File: src/rtl/tct_pkg.sv
// Shared constants for the timed command tagger: sideband bit positions.
package tct_pkg;
    localparam int HDR_HAS_TS_BIT = 125;  // sideband flag: packet carries a timestamp
    localparam int HDR_EOB_BIT    = 124;  // sideband flag: end of burst (not used for timing)
    localparam int HDR_TS_LSB     = 0;    // timestamp field starts here
endpackage

File: src/rtl/tct_write_router.sv
// Splits register writes: a timed write to TAG_ADDR becomes a queue push
// (combinational), any other write is registered onto the pass port.
// Assumes writes are single-cycle strobes.
module tct_write_router #(
    parameter int          AW       = 8,
    parameter int          DW       = 32,
    parameter logic [AW-1:0] TAG_ADDR = '0
) (
    input  logic          clk,
    input  logic          rst_n,
    input  logic          wr_stb,
    input  logic [AW-1:0] wr_addr,
    input  logic [DW-1:0] wr_data,
    input  logic          wr_timed,
    output logic          push,
    output logic          pass_stb,
    output logic [AW-1:0] pass_addr,
    output logic [DW-1:0] pass_data
);
    logic is_timed_tag;

    // Decode: timed write aimed at the tagged address.
    always_comb begin
        is_timed_tag = wr_timed && (wr_addr == TAG_ADDR);
        push         = wr_stb && is_timed_tag;
    end

    // Register every other write onto the pass port.
    always_ff @(posedge clk) begin
        if (!rst_n) begin
            pass_stb  <= 1'b0;
            pass_addr <= '0;
            pass_data <= '0;
        end else begin
            pass_stb <= wr_stb && !is_timed_tag;
            if (wr_stb && !is_timed_tag) begin
                pass_addr <= wr_addr;
                pass_data <= wr_data;
            end
        end
    end

    a_r2_pass_from_untimed: assert property (@(posedge clk) disable iff (!rst_n)
        pass_stb |-> ($past(wr_stb) && !($past(wr_timed) && $past(wr_addr) == TAG_ADDR)));
    a_r1_timed_not_passed: assert property (@(posedge clk) disable iff (!rst_n)
        (wr_stb && wr_timed && wr_addr == TAG_ADDR) |=> !pass_stb);
endmodule

File: src/rtl/tct_cmd_queue.sv
// FIFO of timed commands (time, data). Pushes into a full queue are dropped,
// pops from an empty queue are ignored. Head is shown combinationally.
module tct_cmd_queue #(
    parameter int TW   = 64,
    parameter int DW   = 32,
    parameter int LOG2 = 2
) (
    input  logic          clk,
    input  logic          rst_n,
    input  logic          clr,
    input  logic          push,
    input  logic [TW-1:0] push_time,
    input  logic [DW-1:0] push_data,
    input  logic          pop,
    output logic          empty,
    output logic          full,
    output logic [TW-1:0] head_time,
    output logic [DW-1:0] head_data
);
    localparam int DEPTH = 1 << LOG2;
    localparam int PW    = LOG2 + 1;

    logic [TW-1:0] mem_time [DEPTH];
    logic [DW-1:0] mem_data [DEPTH];
    logic [PW-1:0] wr_ptr, rd_ptr, fill;
    logic          push_ok, pop_ok;

    // Occupancy and handshake qualification.
    always_comb begin
        fill      = wr_ptr - rd_ptr;
        empty     = (fill == '0);
        full      = (fill == PW'(DEPTH));
        push_ok   = push && !full;
        pop_ok    = pop && !empty;
        head_time = mem_time[rd_ptr[LOG2-1:0]];
        head_data = mem_data[rd_ptr[LOG2-1:0]];
    end

    // Storage write; entries need no reset.
    always_ff @(posedge clk) begin
        if (push_ok) begin
            mem_time[wr_ptr[LOG2-1:0]] <= push_time;
            mem_data[wr_ptr[LOG2-1:0]] <= push_data;
        end
    end

    // Pointer update; reset or clear empties the queue.
    always_ff @(posedge clk) begin
        if (!rst_n || clr) begin
            wr_ptr <= '0;
            rd_ptr <= '0;
        end else begin
            if (push_ok) wr_ptr <= wr_ptr + 1'b1;
            if (pop_ok)  rd_ptr <= rd_ptr + 1'b1;
        end
    end

    a_r3_full_drops_push: assert property (@(posedge clk) disable iff (!rst_n)
        (full && push && !pop && !clr) |=> (full && $stable(wr_ptr)));
endmodule

File: src/rtl/tct_sample_clock.sv
// Tracks the time of the sample currently offered. The first beat of a packet
// takes the header timestamp when present; otherwise time keeps counting.
module tct_sample_clock #(
    parameter int TW     = 64,
    parameter int TICK_W = 16
) (
    input  logic              clk,
    input  logic              rst_n,
    input  logic              clr,
    input  logic              beat_ok,
    input  logic              beat_last,
    input  logic              hdr_has_ts,
    input  logic [TW-1:0]     hdr_ts,
    input  logic [TICK_W-1:0] tick,
    output logic [TW-1:0]     cur_time
);
    logic          first_q;
    logic [TW-1:0] run_q;

    // Current sample time: header timestamp on the first beat, else running time.
    always_comb cur_time = (first_q && hdr_has_ts) ? hdr_ts : run_q;

    // Advance time on every accepted beat; note packet boundaries.
    always_ff @(posedge clk) begin
        if (!rst_n || clr) begin
            first_q <= 1'b1;
            run_q   <= '0;
        end else if (beat_ok) begin
            run_q   <= cur_time + TW'(tick);
            first_q <= beat_last;
        end
    end

    a_r5_time_steps: assert property (@(posedge clk) disable iff (!rst_n)
        (beat_ok && !beat_last && !clr) |=> (cur_time == $past(cur_time) + TW'($past(tick))));
endmodule

File: src/rtl/timed_cmd_tagger.sv
// Top: passes the sample stream through, tags the sample at which the oldest
// queued timed write is due, and releases that write when the sample is taken.
// Assumes s_user is held stable for the whole packet.
module timed_cmd_tagger #(
    parameter int            AW         = 8,
    parameter int            DW         = 32,
    parameter int            TW         = 64,
    parameter int            TICK_W     = 16,
    parameter int            DATA_W     = 32,
    parameter int            USER_W     = 128,
    parameter int            QUEUE_LOG2 = 2,
    parameter logic [AW-1:0] TAG_ADDR   = 8'h10
) (
    input  logic              clk,
    input  logic              rst_n,
    input  logic              clr,
    input  logic [TICK_W-1:0] tick_step,
    output logic              cmdq_full,
    input  logic              wr_stb,
    input  logic [AW-1:0]     wr_addr,
    input  logic [DW-1:0]     wr_data,
    input  logic [TW-1:0]     wr_time,
    input  logic              wr_timed,
    input  logic [DATA_W-1:0] s_data,
    input  logic              s_last,
    input  logic              s_valid,
    output logic              s_ready,
    input  logic [USER_W-1:0] s_user,
    output logic [DATA_W-1:0] m_data,
    output logic              m_last,
    output logic              m_valid,
    input  logic              m_ready,
    output logic [USER_W-1:0] m_user,
    output logic              m_tag,
    output logic              pass_stb,
    output logic [AW-1:0]     pass_addr,
    output logic [DW-1:0]     pass_data,
    output logic              due_stb,
    output logic [AW-1:0]     due_addr,
    output logic [DW-1:0]     due_data
);
    import tct_pkg::*;

    logic          q_push, q_empty, q_full, take, head_due;
    logic [TW-1:0] head_time, cur_time;
    logic [DW-1:0] head_data;

    tct_write_router #(.AW(AW), .DW(DW), .TAG_ADDR(TAG_ADDR)) router_i (
        .clk(clk), .rst_n(rst_n),
        .wr_stb(wr_stb), .wr_addr(wr_addr), .wr_data(wr_data), .wr_timed(wr_timed),
        .push(q_push),
        .pass_stb(pass_stb), .pass_addr(pass_addr), .pass_data(pass_data)
    );

    tct_cmd_queue #(.TW(TW), .DW(DW), .LOG2(QUEUE_LOG2)) queue_i (
        .clk(clk), .rst_n(rst_n), .clr(clr),
        .push(q_push), .push_time(wr_time), .push_data(wr_data),
        .pop(due_stb),
        .empty(q_empty), .full(q_full),
        .head_time(head_time), .head_data(head_data)
    );

    tct_sample_clock #(.TW(TW), .TICK_W(TICK_W)) clock_i (
        .clk(clk), .rst_n(rst_n), .clr(clr),
        .beat_ok(take), .beat_last(s_last),
        .hdr_has_ts(s_user[HDR_HAS_TS_BIT]),
        .hdr_ts(s_user[HDR_TS_LSB +: TW]),
        .tick(tick_step),
        .cur_time(cur_time)
    );

    // Stream pass-through and tag / timed-write release.
    always_comb begin
        m_data    = s_data;
        m_last    = s_last;
        m_user    = s_user;
        m_valid   = s_valid;
        s_ready   = m_ready;
        take      = s_valid && m_ready;
        head_due  = !q_empty && (head_time <= cur_time);
        m_tag     = s_valid && head_due;
        due_stb   = take && head_due;
        due_addr  = TAG_ADDR;
        due_data  = head_data;
        cmdq_full = q_full;
    end

    a_r6_tag_needs_command: assert property (@(posedge clk) disable iff (!rst_n)
        m_tag |-> (m_valid && !q_empty));
    a_r7_due_only_on_accept: assert property (@(posedge clk) disable iff (!rst_n)
        due_stb |-> (m_valid && m_ready && m_tag));
    a_r9_clear_empties: assert property (@(posedge clk) disable iff (!rst_n)
        clr |=> q_empty);
endmodule

File: config.mk
export PLATFORM = sky130hd
export DESIGN_NAME = timed_cmd_tagger
export DESIGN_NICKNAME = d
export VERILOG_FILES = /design/src/rtl/tct_pkg.sv /design/src/rtl/tct_write_router.sv /design/src/rtl/tct_cmd_queue.sv /design/src/rtl/tct_sample_clock.sv /design/src/rtl/timed_cmd_tagger.sv
export SDC_FILE = /design/constraint.sdc
export NUM_CORES = 1
export LEC_CHECK = 0
export ABC_AREA = 0
export BUFFER_PORTS_ARGS = -buffer_cell sky130_fd_sc_hd__clkbuf_2
export CORE_ASPECT_RATIO = 0.5
export CORE_MARGIN = 2
export CORE_UTILIZATION = 51
export CTS_BUF_LIST = sky130_fd_sc_hd__clkbuf_4 sky130_fd_sc_hd__clkbuf_8
export DETAILED_ROUTE_END_ITERATION = 8
export HOLD_SLACK_MARGIN = 0.05
export PLACE_DENSITY_LB_ADDON = 0.08
export RECOVER_POWER = 100
export SLEW_MARGIN = 15
export SYNTH_ARGS = -nofsm -noshare
export SYNTH_HDL_FRONTEND = slang
export SYNTH_SLANG_ARGS = --single-unit
export TNS_END_PERCENT = 30
File: constraint.sdc
create_clock -name clk -period 4.2 [get_ports clk]
set_input_delay 0.42 -clock clk [delete_from_list [all_inputs] [get_ports clk]]
set_output_delay 0.42 -clock clk [all_outputs]
set_load 0.1 [all_outputs]
### Word-level counts from Yosys, hierarchy flattened

Memories as Yosys holds them, arrays and structs flattened. A register that Yosys moved wholly into a read port is not among the register bits.
Cells that the tools add are included.

* $add $sub $neg: 4
* multipliers: 0
* div/mod/pow operators: 0
* order comparisons: 1
* equality and inequality tests: 2
* shifts and indexed selects: 0
* muxes and demuxes: 7
* bitwise logic cells: 0
* reductions and logical operators: 16

Operator list (count)
* adder 64 x 16 -> 64 bit: 1
* <= comparator 64 bit: 1
* 2-to-1 mux 64 bit: 1
* logical AND 1 bit: 10
* == test 8 x 5 -> 1 bit (second input constant): 1
* 2-to-1 mux 2 bit: 4
* adder 3 x 1 -> 3 bit (second input constant): 2
* zero test 1 bit: 4
* == test 3 bit (second input constant): 1
* zero test 3 bit: 1
* subtractor 3 bit: 1
* 2-to-1 mux 1 bit: 2
* logical OR 1 bit: 1

* flip-flop bits (word level): 112
* latch bits: 0
* RAM bits: 384
* memory bits (read-only): 0
* bits of input ports: 288
* output and inout port bits: 247
* logic and storage cells: 39
* memories kept: 2

Memory list
* queue_i.mem_time: words 4, width 64, rd ports 1, clocked after memory_dff 1, wr ports 1, RTL line tct_cmd_queue.sv:23 `logic [TW-1:0] mem_time [DEPTH];`
* queue_i.mem_data: words 4, width 32, rd ports 1, clocked after memory_dff 1, wr ports 1, RTL line tct_cmd_queue.sv:24 `logic [DW-1:0] mem_data [DEPTH];`

### Longest topological paths before layout

* depth after elaboration: 8
* depth in mapped cells: 20
* mapped depth without buffers: 12

### Cells and area by module

Synthesis repeated with hierarchy kept, for this count alone.

* cell total of the unflattened synthesis: 2046
* area total of the unflattened synthesis: 25087.8 sq um

By module, submodules not included
* tct_cmd_queue: instances 1, cells an instance 561, area each 14310.0 sq um, seq. area each 11691.2 sq um
* tct_sample_clock: instances 1, cells an instance 779, area each 5452.7 sq um, seq. area each 1301.2 sq um
* timed_cmd_tagger: instances 1, cells an instance 403, area each 2935.3 sq um, seq. area each 0.0 sq um
* tct_write_router: instances 1, cells an instance 303, area each 2389.8 sq um, seq. area each 820.8 sq um

### Worst setup path before layout

No wires, ideal clock.

* path type: input to output
* start: input port s_user[125]
* end: output port m_tag
* arrival: 5.067 ns
* required time: 3.780 ns
* path slack: -1.287 ns
* cell stages on the path: 19
* path buffers: 7
* cells stage by stage: and2_1 > buf_6 > buf_6 > buf_6 > buf_6 > buf_2 > clkbuf_1 > clkbuf_1 > nand2_1 > nand2_1 > inv_1 > ha_1 > a21oi_1 > o21ai_0 > a221oi_1 > a31oi_1 > nor4_1 > nor2_1 > nor2b_1

* cells in the longest elaborated chain, start to end: 5

RTL lines
* start: declaration: RTL line timed_cmd_tagger.sv:28 `input logic [USER_W-1:0] s_user,`
* logical AND 1 bit: RTL line tct_sample_clock.sv:21 `always_comb cur_time = (first_q && hdr_has_ts) ? hdr_ts : run_q;`
* 2-to-1 mux 64 bit: RTL line tct_sample_clock.sv:21
* <= comparator 64 bit: RTL line timed_cmd_tagger.sv:80 `head_due = !q_empty && (head_time <= cur_time);`
* logical AND 1 bit: RTL line timed_cmd_tagger.sv:80
* logical AND 1 bit: RTL line timed_cmd_tagger.sv:81 `m_tag = s_valid && head_due;`
* end: declaration: RTL line timed_cmd_tagger.sv:34 `output logic m_tag,`

Every way passes these cells.

==> impl_metrics.ini <==
[worst_setup_path]
reg2regPathDepth = 15
cp-start-kind = register
regToRegSetupSlack_ns = 0.16
r2r_start = clock_i.first_q$_SDFFE_PP1P_
cp.required_ns = 3.78
cpPeakStageDelay_ns = 0.59
r2r-end = clock_i.run_q[60]$_SDFFE_PP0P_
crit_chain = buf_12 > buf_16 > mux4_2 > ha_4 > nand4_1 > nor4_4 > nand4_1 > buf_6 > a311oi_4 > nor2_4 > nor2b_4 > buf_12
worstSetupPathType = reg2out
crit_fanout = 8
worstPathArrival_ns = 3.88
crit_path_end_kind = output port
cp_slowest_cell = mux4_2

[logic_synthesis]
synth.avg_cell_area_um2 = 13.0
synth-seq-cells = 498
synth-simple-area-share = 0.108
synth_edf_count = 384
synth_adder_area_share = 0.0468
synth_xor_area_frac = 0.00998
ys_seq_area_frac = 0.583
ys_top_cells_by_area = edfxtp_1 49%, dfxtp_1 9.6%, mux4_2 9.1%
synth_ff_type = edfxtp_1
synthArstFlopShare = 0
ys_warn_count = 0
synth_area_um2 = 23700
yosysMostFrequentCell = edfxtp_1
synth_top_area_share = 0.487
synthMuxAreaShare = 0.111
yosysUniqueCellTypes = 69
synth_top_family_by_area = multiplexers
syn_inst = 1821
synthTopCellsByCount = 384 x edfxtp_1, 276 x nand2_1, 171 x buf_4, 114 x dfxtp_1, 96 x mux4_2
synth_area_leader_cell = edfxtp_1
synth_compound_area_frac = 0.0660

[floorplanning]
io_pins = 535
initial_core_util = 0.521
die_area_um2 = 48300
coreArea_um2 = 45500
die_h_um = 156
die_w_um = 309
num_rows = 55

[pwr]
vdd_ir_drop_max_mv = 0.260
power_density_nw_per_um2 = 371
leakage_nw = 9.89
total_power_mw = 10.4

[cells_and_area]
fin_nets = 2572
stdcell_count = 2875
layout-drive-gt1-share = 0.215
area_growth_pct = 18.8
antenna_cells = 0

[sta]
setup_ws_ns = -0.0976
hold_violations = 0
fin_crit_sh = 1.02
tightest_slew_ns = 1.37
clock_skew_ns = 0.0587
setup_viol = 2
rsz0062_at_grt = true
slew_viol_final = 0
max_freq_ghz = 0.233
slew_headroom = 0.0852
period_needed_ns = 4.30

[routing]
drc_errors = 0
drt_wl_total_um = 68200
wl_per_cell_um = 23.7
drtIter0Drc = 1448
ant_nets = 0
firstDrtPassIters = 7
vias = 16100
viasPerCell = 5.61

[global_route]
antenna_found_initial = 0
grt_max_degree = 48
grt_pass1_vias = 15400
overflow = 0
grt_use_total = 0.279
grt_pass1_wl_um = 98400

[outcome]
violations = setup timing
outcome = finished, violations left

[clock_network]
cts_tree = yes
insertion_delay_ns = 0.65
cts-buffers-inserted = 71
clockBufferDepth = 3
clk_pin_slew_worst_paths_ns = 0.07
numClockSinks = 498
cts_max_level = 3
root_buffer = clkbuf_8

[min_path]
min_path_cells = 3
hold_end = router_i.pass_addr[7]$_SDFFE_PN0P_
min_from = wr_stb
hold_path_class = in2reg

[placement]
port_buffers = 336
dp.cells = 2616
dp_hpwl_um = 48000
place_congestion = 0.948

[flow_run]
cap_violations = 0
## power breakdown
group          switching [mW]  internal (mW)  total (mW)
clock network            1.88           1.94        3.82
registers              0.0209           5.33        5.35
logic                   0.911          0.344        1.26
total                    2.81           7.62        10.4
## metal layers
| metal | vias to the layer above | GRT usage | wire length (um) |
|---|---|---|---|
| met5 | - | 0 | 0 |
| met4 | 0 | 0.121 | 3180 |
| met3 | 151 | 0.0856 | 6690 |
| met2 | 712 | 0.421 | 30300 |
| met1 | 7824 | 0.375 | 28000 |
| li1 | 7449 | - | - |
## layout make-up
class	instances	area, um2
clock buffer	100	1210
timing repair buffer	542	3510
fill	3661	17300
tap	627	785
inverter	43	161
sequential	498	13800
clock inverter	25	193
multi-input combinational	1040	8470
## timing repair
| item | CTS | global route |
|---|---|---|
| hold buffers | 104 | 0 |
| resized for setup | 41 | 6 |
| setup endpoints to repair | 2 | 2 |
| pin swaps | 23 | 11 |
| endpoints found under the hold margin | 415 | 0 |
| cloned | 6 | 0 |
| buffers inserted | 16 | 11 |
## state kept, by name, summed over array words and instances, names as in the netlist, named ones only
name,count
router_i.pass_addr,8
clock_i.first_q,1
queue_i.mem_time,256
clock_i.run_q,64
queue_i.rd_ptr,3
queue_i.mem_data,128
router_i.pass_stb,1
queue_i.wr_ptr,3
router_i.pass_data,32
## cells in the final DEF, fill, tap and decap left out, types with 12 or more instances in the layout
cell type / Yosys / layout
a21boi_0: 38 / 38
a21oi_1: 54 / 53
buf_12: 0 / 16
buf_4: 171 / 63
clkbuf_1: 50 / 226
clkbuf_2: 0 / 121
clkbuf_4: 0 / 31
clkbuf_8: 0 / 73
dfxtp_1: 114 / 112
dlygate4sd3_1: 0 / 104
edfxtp_1: 384 / 384
ha_1: 87 / 72
ha_4: 0 / 15
inv_1: 43 / 42
mux2i_1: 37 / 37
mux4_2: 96 / 96
nand2_1: 276 / 276
nand3_1: 52 / 52
nand4_1: 49 / 49
nor2_1: 54 / 50
nor3_1: 21 / 19
o211ai_1: 12 / 12
o21ai_0: 44 / 42
or3_1: 13 / 13
or4_1: 13 / 13
xnor2_1: 19 / 19
## per-stage QoR
| stage | util | instance area [um2] | TNS (ns) | setup WS, ns | hold slack, ns |
|---|---|---|---|---|---|
| after detailed placement | 0.558 | 25400 | -0.0599 | -0.0443 | 0.446 |
| final | 0.619 | 28100 | -0.167 | -0.0976 | 0.139 |
| after global routing | 0.619 | 28100 | -5.11 | -0.267 | 0.137 |
| after global placement | 0.558 | 25400 | -0.0980 | -0.0607 | 0.440 |
| after floorplan | - | 23700 | -101.03 | -0.507 | 0.421 |
| after CTS | 0.625 | 28400 | -0.228 | -0.116 | 0.0910 |
## worst max path at each step
stage                     cells after the start                          endpoint                      startpoint
after floorplan                               7  queue_i.mem_data[1][0]$_DFFE_PP_  queue_i.wr_ptr[0]$_SDFFE_PP0P_
after global placement                       14                             m_tag                     s_user[125]
after detailed placement                     14                             m_tag                     s_user[125]
after CTS                                    14                           due_stb                        register
after global routing                         12                             m_tag                        register
final                                        12                             m_tag                        register
## cell families (layout without fill, tap and decap cells)
family / Yosys count / after routing
buf+inv: 289 / 710
flops: 498 / 498
other cells: 2 / 8
xor+xnor: 27 / 27
fa+ha+maj: 88 / 88
compound gates: 235 / 235
mux: 141 / 141
simple gates: 541 / 541
## critical path: cells and delay by family (launching register included)
kind	cells	cell delay, ns
buffers and inverters	4	0.62
multiplexers	1	0.59
adder cells (fa/ha/maj)	1	0.31
AND/OR/NAND/NOR	5	0.99
AO/OA/AOI/OAI	1	0.33
flip-flops	1	0.38
No activity file was read; power rests on OpenSTA's default activity.
